<file path="src/rtl/ohp_pkg.sv">
package ohp_pkg;
  localparam int NS    = 5;
  localparam int IDX_W = $clog2(NS);

  typedef logic [NS-1:0] st_vec_t;

  localparam int B_IDLE = 0;
  localparam int B_GET  = 1;
  localparam int B_PROC = 2;
  localparam int B_BAD  = 3;
  localparam int B_SEND = 4;

  localparam st_vec_t ST_IDLE = 5'b00001;
  localparam st_vec_t ST_GET  = 5'b00010;
  localparam st_vec_t ST_PROC = 5'b00100;
  localparam st_vec_t ST_BAD  = 5'b01000;
  localparam st_vec_t ST_SEND = 5'b10000;

  // legal one-hot patterns carry an odd number of ones
  function automatic logic is_odd(input st_vec_t v);
    logic acc;
    acc = 1'b0;
    for (int i = 0; i < NS; i++) acc = acc ^ v[i];
    return acc;
  endfunction

  // one-bit flip mask; an index beyond the register gives an empty mask
  function automatic st_vec_t flip_mask(input logic [IDX_W-1:0] idx);
    st_vec_t m;
    for (int i = 0; i < NS; i++) m[i] = (idx == IDX_W'(i));
    return m;
  endfunction
endpackage

</file>
<file path="src/rtl/ohp_parity_chk.sv">
module ohp_parity_chk #(
  parameter int W = 5
) (
  input  logic [W-1:0] vec_i,
  output logic         even_o
);
  logic [W-1:0] chain;

  assign chain[0] = vec_i[0];
  generate
    for (genvar g = 1; g < W; g++) begin : g_xor
      assign chain[g] = chain[g-1] ^ vec_i[g];
    end
  endgenerate

  // XNOR at the end of the chain: high when the count of ones is even
  assign even_o = ~chain[W-1];
endmodule

</file>
<file path="src/rtl/ohp_next_state.sv">
module ohp_next_state
  import ohp_pkg::*;
(
  input  st_vec_t          st_q_i,
  input  logic             start_i,
  input  logic             valid_i,
  input  logic             bad_i,
  input  logic             done_i,
  input  logic             par_err_i,
  input  logic             inj_en_i,
  input  logic [IDX_W-1:0] inj_sel_i,
  output st_vec_t          st_d_o,
  output logic             recover_o
);
  st_vec_t normal_d;

  // Ordinary transitions, written as a priority chain over the state bits.
  // An illegal pattern can land here anyway; the mux below overrides it.
  always_comb begin
    normal_d = ST_IDLE;
    if (st_q_i[B_IDLE])      normal_d = start_i ? ST_GET  : ST_IDLE;
    else if (st_q_i[B_GET])  normal_d = valid_i ? ST_PROC : ST_GET;
    else if (st_q_i[B_PROC]) normal_d = bad_i   ? ST_BAD  : ST_SEND;
    else if (st_q_i[B_BAD])  normal_d = ST_IDLE;
    else if (st_q_i[B_SEND]) normal_d = done_i  ? ST_IDLE : ST_SEND;
  end

  assign recover_o = par_err_i & ~inj_en_i;

  // injection wins, then recovery, then the normal path
  always_comb begin
    if (inj_en_i)       st_d_o = st_q_i ^ flip_mask(inj_sel_i);
    else if (par_err_i) st_d_o = ST_IDLE;
    else                st_d_o = normal_d;
  end
endmodule

</file>
<file path="src/rtl/ohp_out_reg.sv">
module ohp_out_reg
  import ohp_pkg::*;
(
  input  logic    clk,
  input  logic    rst_n,
  input  st_vec_t st_d_i,
  input  logic    recover_i,
  output st_vec_t ctl_q_o,
  output logic    err_q_o
);
  logic d_legal;
  logic d_even;

  ohp_parity_chk #(.W(NS)) u_chk_d (.vec_i(st_d_i), .even_o(d_even));
  assign d_legal = ~d_even;

  generate
    for (genvar g = 0; g < NS; g++) begin : g_ctl
      always_ff @(posedge clk or negedge rst_n) begin
        if (!rst_n) ctl_q_o[g] <= (g == B_IDLE);
        else        ctl_q_o[g] <= st_d_i[g] & d_legal;
      end
    end
  endgenerate

  always_ff @(posedge clk or negedge rst_n) begin
    if (!rst_n) err_q_o <= 1'b0;
    else        err_q_o <= recover_i;
  end

  AST_CTL_ONEHOT0: assert property (@(posedge clk) disable iff (!rst_n)
    $onehot0(ctl_q_o));
  AST_ERR_SHOWS_IDLE: assert property (@(posedge clk) disable iff (!rst_n)
    err_q_o |-> (ctl_q_o == ST_IDLE));
  AST_ERR_ONE_CYCLE: assert property (@(posedge clk) disable iff (!rst_n)
    err_q_o |=> !err_q_o);
endmodule

</file>
<file path="src/rtl/ohp_guarded_fsm.sv">
module ohp_guarded_fsm
  import ohp_pkg::*;
(
  input  logic             clk,
  input  logic             rst_n,
  input  logic             start_i,
  input  logic             data_valid_i,
  input  logic             data_bad_i,
  input  logic             send_done_i,
  input  logic             inject_i,
  input  logic [IDX_W-1:0] inject_sel_i,
  output logic             idle_o,
  output logic             fetch_o,
  output logic             eval_o,
  output logic             reject_o,
  output logic             emit_o,
  output logic             upset_o
);
  st_vec_t st_q;
  st_vec_t st_d;
  st_vec_t ctl_q;
  logic    par_err;
  logic    recover;

  ohp_parity_chk #(.W(NS)) u_chk_q (.vec_i(st_q), .even_o(par_err));

  ohp_next_state u_next (
    .st_q_i   (st_q),
    .start_i  (start_i),
    .valid_i  (data_valid_i),
    .bad_i    (data_bad_i),
    .done_i   (send_done_i),
    .par_err_i(par_err),
    .inj_en_i (inject_i),
    .inj_sel_i(inject_sel_i),
    .st_d_o   (st_d),
    .recover_o(recover)
  );

  always_ff @(posedge clk or negedge rst_n) begin
    if (!rst_n) st_q <= ST_IDLE;
    else        st_q <= st_d;
  end

  ohp_out_reg u_out (
    .clk      (clk),
    .rst_n    (rst_n),
    .st_d_i   (st_d),
    .recover_i(recover),
    .ctl_q_o  (ctl_q),
    .err_q_o  (upset_o)
  );

  assign idle_o   = ctl_q[B_IDLE];
  assign fetch_o  = ctl_q[B_GET];
  assign eval_o   = ctl_q[B_PROC];
  assign reject_o = ctl_q[B_BAD];
  assign emit_o   = ctl_q[B_SEND];

  AST_ILLEGAL_DARK: assert property (@(posedge clk) disable iff (!rst_n)
    par_err |-> (ctl_q == '0));
  AST_RECOVER_IDLE: assert property (@(posedge clk) disable iff (!rst_n)
    (par_err && !inject_i) |=> (st_q == ST_IDLE));
  AST_INJ_ONE_FLIP: assert property (@(posedge clk) disable iff (!rst_n)
    (inject_i && (inject_sel_i < IDX_W'(NS))) |=> ($countones(st_q ^ $past(st_q)) == 1));
  AST_PROC_ONE_CYCLE: assert property (@(posedge clk) disable iff (!rst_n)
    (st_q == ST_PROC && !inject_i) |=> (st_q == ST_BAD || st_q == ST_SEND));
  AST_BAD_RETURNS: assert property (@(posedge clk) disable iff (!rst_n)
    (st_q == ST_BAD && !inject_i) |=> (st_q == ST_IDLE));
endmodule

</file>
<file path="config.mk">
export PLATFORM = sky130hd
export DESIGN_NAME = ohp_guarded_fsm
export DESIGN_NICKNAME = d
export VERILOG_FILES = /design/src/rtl/ohp_pkg.sv /design/src/rtl/ohp_parity_chk.sv /design/src/rtl/ohp_next_state.sv /design/src/rtl/ohp_out_reg.sv /design/src/rtl/ohp_guarded_fsm.sv
export SDC_FILE = /design/constraint.sdc
export NUM_CORES = 1
export LEC_CHECK = 0
export ABC_AREA = 1
export CORE_MARGIN = 8
export CORE_UTILIZATION = 49
export DETAILED_ROUTE_END_ITERATION = 7
export DONT_BUFFER_PORTS = 1
export HOLD_SLACK_MARGIN = 0.12
export MAX_ROUTING_LAYER = met4
export PLACE_DENSITY = 0.73
export SLEW_MARGIN = 20
export SYNTH_ARGS = -nofsm -noshare
export SYNTH_HDL_FRONTEND = slang
export SYNTH_SLANG_ARGS = --single-unit
</file>
<file path="constraint.sdc">
create_clock -name clk -period 2 [get_ports clk]
set_input_delay 0.3 -clock clk [delete_from_list [all_inputs] [get_ports clk]]
set_output_delay 0.3 -clock clk [all_outputs]
set_load 0.005 [all_outputs]
</file>
### Yosys cells after proc, flatten, opt, wreduce, memory -nomap -nowiden

Index checks and enable logic that the tools add are counted.

* register bits after elaboration: 11
* bits of input ports: 10
* output and inout bits: 6
* logic and storage cells: 40

* equality and inequality tests: 4
* muxes and demuxes: 11
* bitwise operators: 17
* reductions and logical operators: 1

Operator list (count)
* 5-bit two-way mux: 9
* 1-bit bitwise XOR: 8
* 1-bit bitwise AND: 6
* 3-bit by 2-bit == test with 1-bit output (second input constant): 2
* 5-bit bitwise XOR: 1
* 3-bit by 1-bit == test with 1-bit output (second input constant): 1
* 3-bit == test (second input constant): 1
* 3-bit logical NOT: 1
* 3-bit two-way mux: 1
* 2-bit two-way mux: 1
* 1-bit inverter: 2

### Depth between registers and ports, before layout

* depth in word-level cells: 13
* depth in mapped cells: 16
* depth with buffers taken out: 16

### Cells and area by module

A second synthesis with hierarchy kept.

* cell total of the unflattened synthesis: 104
* area, all modules: 693.2 µm²

By module, submodules not included
* ohp_next_state: times used 1, cells an instance 55, area an instance 247.7 µm², seq. area each 0.0 µm²
* ohp_out_reg: times used 1, cells an instance 16, area an instance 188.9 µm², seq. area each 151.4 µm²
* ohp_parity_chk: times used 2, cells an instance 14, area an instance 65.1 µm², seq. area each 0.0 µm²
* ohp_guarded_fsm: times used 1, cells an instance 5, area an instance 126.4 µm², seq. area each 126.4 µm²

### Worst setup path after synthesis

OpenSTA, ideal clock, no wires.

* path type: register -> register
* start: register st_q[0]
* end: register u_out.ctl_q_o[1]
* setup time: 0.119 ns
* data arrival time: 1.706 ns
* data required time: 1.881 ns
* setup slack: 0.175 ns
* cell stages (with the launch flop): 16
* period minus slack after synthesis: 1.825 ns
* cells stage by stage: dfstp_2 > nor2_2 > nor2_1 > nand2_2 > nand2_2 > nand2_2 > nand2_4 > nand2_1 > nand2_1 > nand2_1 > nand2_1 > inv_1 > nand2_1 > nand2_1 > ha_1 > nor2_1

* longest elaborated chain between the ends: 11
* elaborated cells on any way between the ends: 13

RTL lines
* from (decl): line ohp_guarded_fsm.sv:19 `st_vec_t st_q;`
* from (signal assigned): line ohp_guarded_fsm.sv:42 `else st_q <= st_d;`
* 1-bit bitwise XOR (4 in a row): line ohp_parity_chk.sv:12 `assign chain[g] = chain[g-1] ^ vec_i[g];`
* 5-bit two-way mux: line ohp_next_state.sv:33 `else if (par_err_i) st_d_o = ST_IDLE;`
* 5-bit two-way mux *: line ohp_next_state.sv:32 `if (inj_en_i) st_d_o = st_q_i ^ flip_mask(inj_sel_i);`
* 1-bit bitwise XOR (4 in a row): line ohp_parity_chk.sv:12
* 1-bit bitwise AND *: line ohp_out_reg.sv:21 `else ctl_q_o[g] <= st_d_i[g] & d_legal;`
* to (signal, indexed assignment): line ohp_out_reg.sv:20 `if (!rst_n) ctl_q_o[g] <= (g == B_IDLE);`
* to (signal, indexed assignment): line ohp_out_reg.sv:21
* to (decl): line ohp_out_reg.sv:8 `output st_vec_t ctl_q_o,`

Mark *: on every way between the ends. The rest lies on a longest branch, timed or not.

### Worst setup path after layout

* start: register st_q[0]
* end: register u_out.ctl_q_o[2]

* longest elaborated chain between the ends: 11
* elaborated cells on any way between the ends: 13

RTL lines
* 1-bit bitwise XOR (4 in a row): line ohp_parity_chk.sv:12
* 5-bit two-way mux: line ohp_next_state.sv:33
* 5-bit two-way mux *: line ohp_next_state.sv:32
* via st_d[0]: line ohp_guarded_fsm.sv:20 `st_vec_t st_d;`
* 1-bit bitwise XOR * (4 in a row): line ohp_parity_chk.sv:12
* 1-bit bitwise AND *: line ohp_out_reg.sv:21

Mark *: on every way through the listed nets, which the timed path passes. The rest lies on a longest branch.

==> summary.txt <==
Setup path
  – Standard cell with the maximum stage delay on the critical path: dfstp_2
  – Destination of the worst register-to-register timing path: u_out.ctl_q_o[2]
  – Cell seen most often among critical-path stages: nand2_2
  – Reg-to-reg startpoint: st_q[0]
  – Signal arrival time at the worst endpoint: 2.20 ns
  – Cell-by-cell trace of the critical path: nand2_2, inv_2, nor2_2, nand2_2, nand2_2, nand2_4, nand2_8, a21oi_4, nand2_1, nand2_2, inv_2, nand2_2, nand2_2, ha_4, nor2_2
  – Register-to-Register Path Depth: 15
  – Critical path endpoint category: flip-flop
  – Kind of launch point of the worst setup path: flip-flop
  – Data required time of the critical path: 2.17 ns
  – Delay contributed by the slowest stage of the critical path: 0.59 ns
  – Kind of cell adding the most delay to the critical path: simple AND/OR/NAND/NOR gates
  – Buf/Inv on CP: 2
  – Crit path max fanout: 8
  – Setup slack on the worst flop-to-flop path: -0.04 ns
  – Class of the most critical setup path: flip-flop to flip-flop

Logic synthesis
  – Ranking of synthesized cells by area: dfrtp_1 (31%), nand2_1 (14%), nor2_1 (7.7%)
  – Proportion of netlist area held by the largest area contributor: 0.3087
  – Syn Area/Cell: 7.014 µm²
  – Number of unique standard cell types used by synthesis: 21
  – Yosys warning total: 0
  – Sequential area share after synthesis: 0.3808
  – Cell area after synthesis: 729.5 µm²
  – Gate count after technology mapping: 104
  – Post-synthesis cell type with the largest combined area: dfrtp_1
  – Net count after synthesis: 115
  – Register bit count reported by yosys: 11

Global routing
  – Number of global-route vias before repair: 600
  – GR Layer Usage met2: 0.1887
  – Antenna violations before repair: 0
  – Maximum number of pins on one net before global-route repair: 12
  – Global-route congestion overflow total: 0
  – Routing usage on met3: 0.04348
  – First-pass GRT wire length: 2470 µm
  – Busiest layer in global routing: met2
  – Overall global routing resource usage: 0.1184
  – Grt met1 use: 0.1300

Place
  – Pre-CTS setup slack: -0.001026 ns
  – Instance area after placement: 752.0 µm²
  – Weighted congestion reported at the end of routability-driven placement: 0.8334
  – HPWL after detailed placement: 1185 µm
  – PortBufs: 0

Clocking
  – CTS Buf Count: 3
  – Clock tree from TritonCTS: yes
  – Buffer type at the clock tree root: clkbuf_4
  – Clock sink total: 11
  – Clock-pin slew on the worst setup and hold paths: 0.07 ns
  – H-tree depth: 1
  – Clk buf depth: 2
  – Worst skew pair latency: 0.27 ns

Finish
  – Inserted Diodes: 0
  – Storage element area: 277.8 µm²
  – Filler cell count in the final layout: 119
  – Growth of design area from synthesis to finish: 26.07%
  – Post-layout nets: 124
  – Fraction of final layout cells with drive strength greater than 1: 0.3839
  – Final Cell Area: 919.6 µm²
  – Combined area of the multi-input logic cells: 486.7 µm²

STA
  – Setup TNS: -0.1347 ns
  – Minimum setup slack in the final design: -0.03927 ns
  – Setup repair after global routing missed its margin: yes
  – Final slew viol count: 0
  – Actual transition at the worst max-transition pin: 0.5070 ns
  – Final worst path period share: 1.020
  – Final critical-path required period: 2.039 ns
  – Finish-stage setup viols: 4
  – Max Freq: 0.4904 GHz
  – Clock Skews: 0.0006336 ns
  – Worst slew margin: 0.6609
  – Count of endpoints failing hold in the final timing report: 0
  – Worst Hold Slack: 0.2540 ns

Worst hold path
  – Hold Path Origin: inject_i
  – Cells on Worst Hold Path: 3
  – Hold EP: u_out.ctl_q_o[0]
  – Worst hold-check path type: input pin to flip-flop

Route
  – Number of remaining DRC errors: 0
  – Vias: 664
  – Count of antenna-violating nets left after detailed routing: 0
  – Pre-antenna DRT Iters: 4
  – Avg Vias per Cell: 5.188
  – Drt first-iter violations: 11
  – Routed wire per std cell: 13.09 µm
  – Final routed wirelength across all metal layers: 1676 µm

Floorplanning
  – Standard cell core area: 1454 µm²
  – Horiz. Die Dim: 54.59 µm
  – Std cell rows: 14
  – Initial standard-cell utilization of the core: 0.5017
  – Overall die area: 2980 µm²
  – Die H: 54.59 µm
  – Boundary Pins: 16

Outcome
  – Failing checks: negative setup slack
  – Status: finished, violations left

Power
  – Peak supply drop: 0.0005156 V
  – Leak: 0.4666 nW
  – Power per standard cell area: 1381 nW/µm²

Job
  – Max capacitance violation total: 0
final cells by class:
type | instances | area share
Clock buffer | 4 | 0.02857
Inverter | 17 | 0.07211
Multi-Input combinational cell | 75 | 0.5293
Sequential cell | 11 | 0.3020
Tap cell | 16 | 0.02177
Timing Repair Buffer | 5 | 0.04626
metal layers:
layer,up-vias,part of all wire
li1,339,-
met1,314,0.39
met2,9,0.56
met3,2,0.034
met4,0,0.013
met5,-,0
worst max-delay path by stage:
stage	start	to	slack (ns)	cells past startpoint
after global placement	st_q[0]	u_out.ctl_q_o[2]	0.04	15
after detailed placement	st_q[0]	u_out.ctl_q_o[1]	-0.001	15
after global routing	st_q[0]	u_out.ctl_q_o[2]	-0.20	14
after CTS	st_q[0]	u_out.ctl_q_o[1]	0.02	15
after floorplan	st_q[0]	u_out.ctl_q_o[1]	0.18	15
final	st_q[0]	u_out.ctl_q_o[2]	-0.04	15
power by group:
group	internal (mW)	switching (mW)
clock network	0.0772	0.0759
registers	0.302	0.0616
logic	0.294	0.459
synth_stat cells:
master / count
xnor2_1: 1
inv_1: 13
inv_2: 4
nand3_1: 5
nand2_2: 7
dfrtp_1: 9
nand2_1: 27
o31ai_1: 1
buf_2: 1
nand4_1: 2
a21oi_1: 2
o21a_1: 1
ha_1: 1
nor3_1: 2
nand2_4: 3
nor2_1: 15
nor2_2: 1
o21ai_0: 4
nand3_2: 1
dfstp_2: 2
a21oi_2: 2
flip-flops by register name, summed over array words and instances (netlist names):
name           count
st_q               5
u_out.ctl_q_o      5
u_out.err_q_o      1
timing repair:
item                       CTS  global route
hold endpoints to repair    12             0
pin swaps                    0            18
resized for setup            1            26
buffers inserted             0             2
setup endpoints to repair    4             4
hold buffers                 2             0
cells by family (layout without fill, tap and decap cells):
kind of cell             count (synthesis)  after routing  share of synthesized area
AO/OA/AOI/OAI                           10             10                    0.08578
XOR/XNOR                                 1              1                    0.01201
AND/OR/NAND/NOR                         63             63                     0.4099
buffers and inverters                   18             26                    0.09433
flip-flops                              11             11                     0.3808
adder cells (fa/ha/maj)                  1              1                    0.01715
worst reg2reg max path: cells and delay by family, from the launching register on:
| family | cells | cell delay [ns] |
|---|---|---|
| and+or+nand+nor | 11 | 0.79 |
| AOI/OAI and AO/OA | 1 | 0.16 |
| adders and majority gates | 1 | 0.30 |
| DFF | 1 | 0.59 |
| buffers and inverters | 2 | 0.11 |
cell usage in the layout, fill, tap and decap left out:
cell type / instances
nand3_1: 5
buf_4: 3
o21ai_0: 4
ha_4: 1
inv_1: 11
nor2_1: 11
dlygate4sd3_1: 2
o21a_1: 1
clkbuf_4: 3
nor3_1: 2
nor2_4: 1
dfstp_2: 2
nand2_1: 17
inv_4: 1
xnor2_1: 1
o31ai_1: 1
nand3_4: 1
inv_2: 5
a21oi_4: 2
nand2_8: 1
nand4_1: 2
clkbuf_1: 1
nor2_2: 4
nand2_4: 6
nand2_2: 13
a21oi_1: 2
dfrtp_1: 9
per-stage QoR:
| stage | utilization | power, mW | instances |
|---|---|---|---|
| after floorplan | - | 0.7472 | 104 |
| after global placement | 0.5172 | 0.8256 | 120 |
| after detailed placement | 0.5172 | 0.8389 | 120 |
| after CTS | 0.5577 | 1.026 | 126 |
| after global routing | 0.6325 | 1.373 | 128 |
| final | 0.6325 | 1.270 | 128 |
No activity file was read; power rests on OpenSTA's default activity.
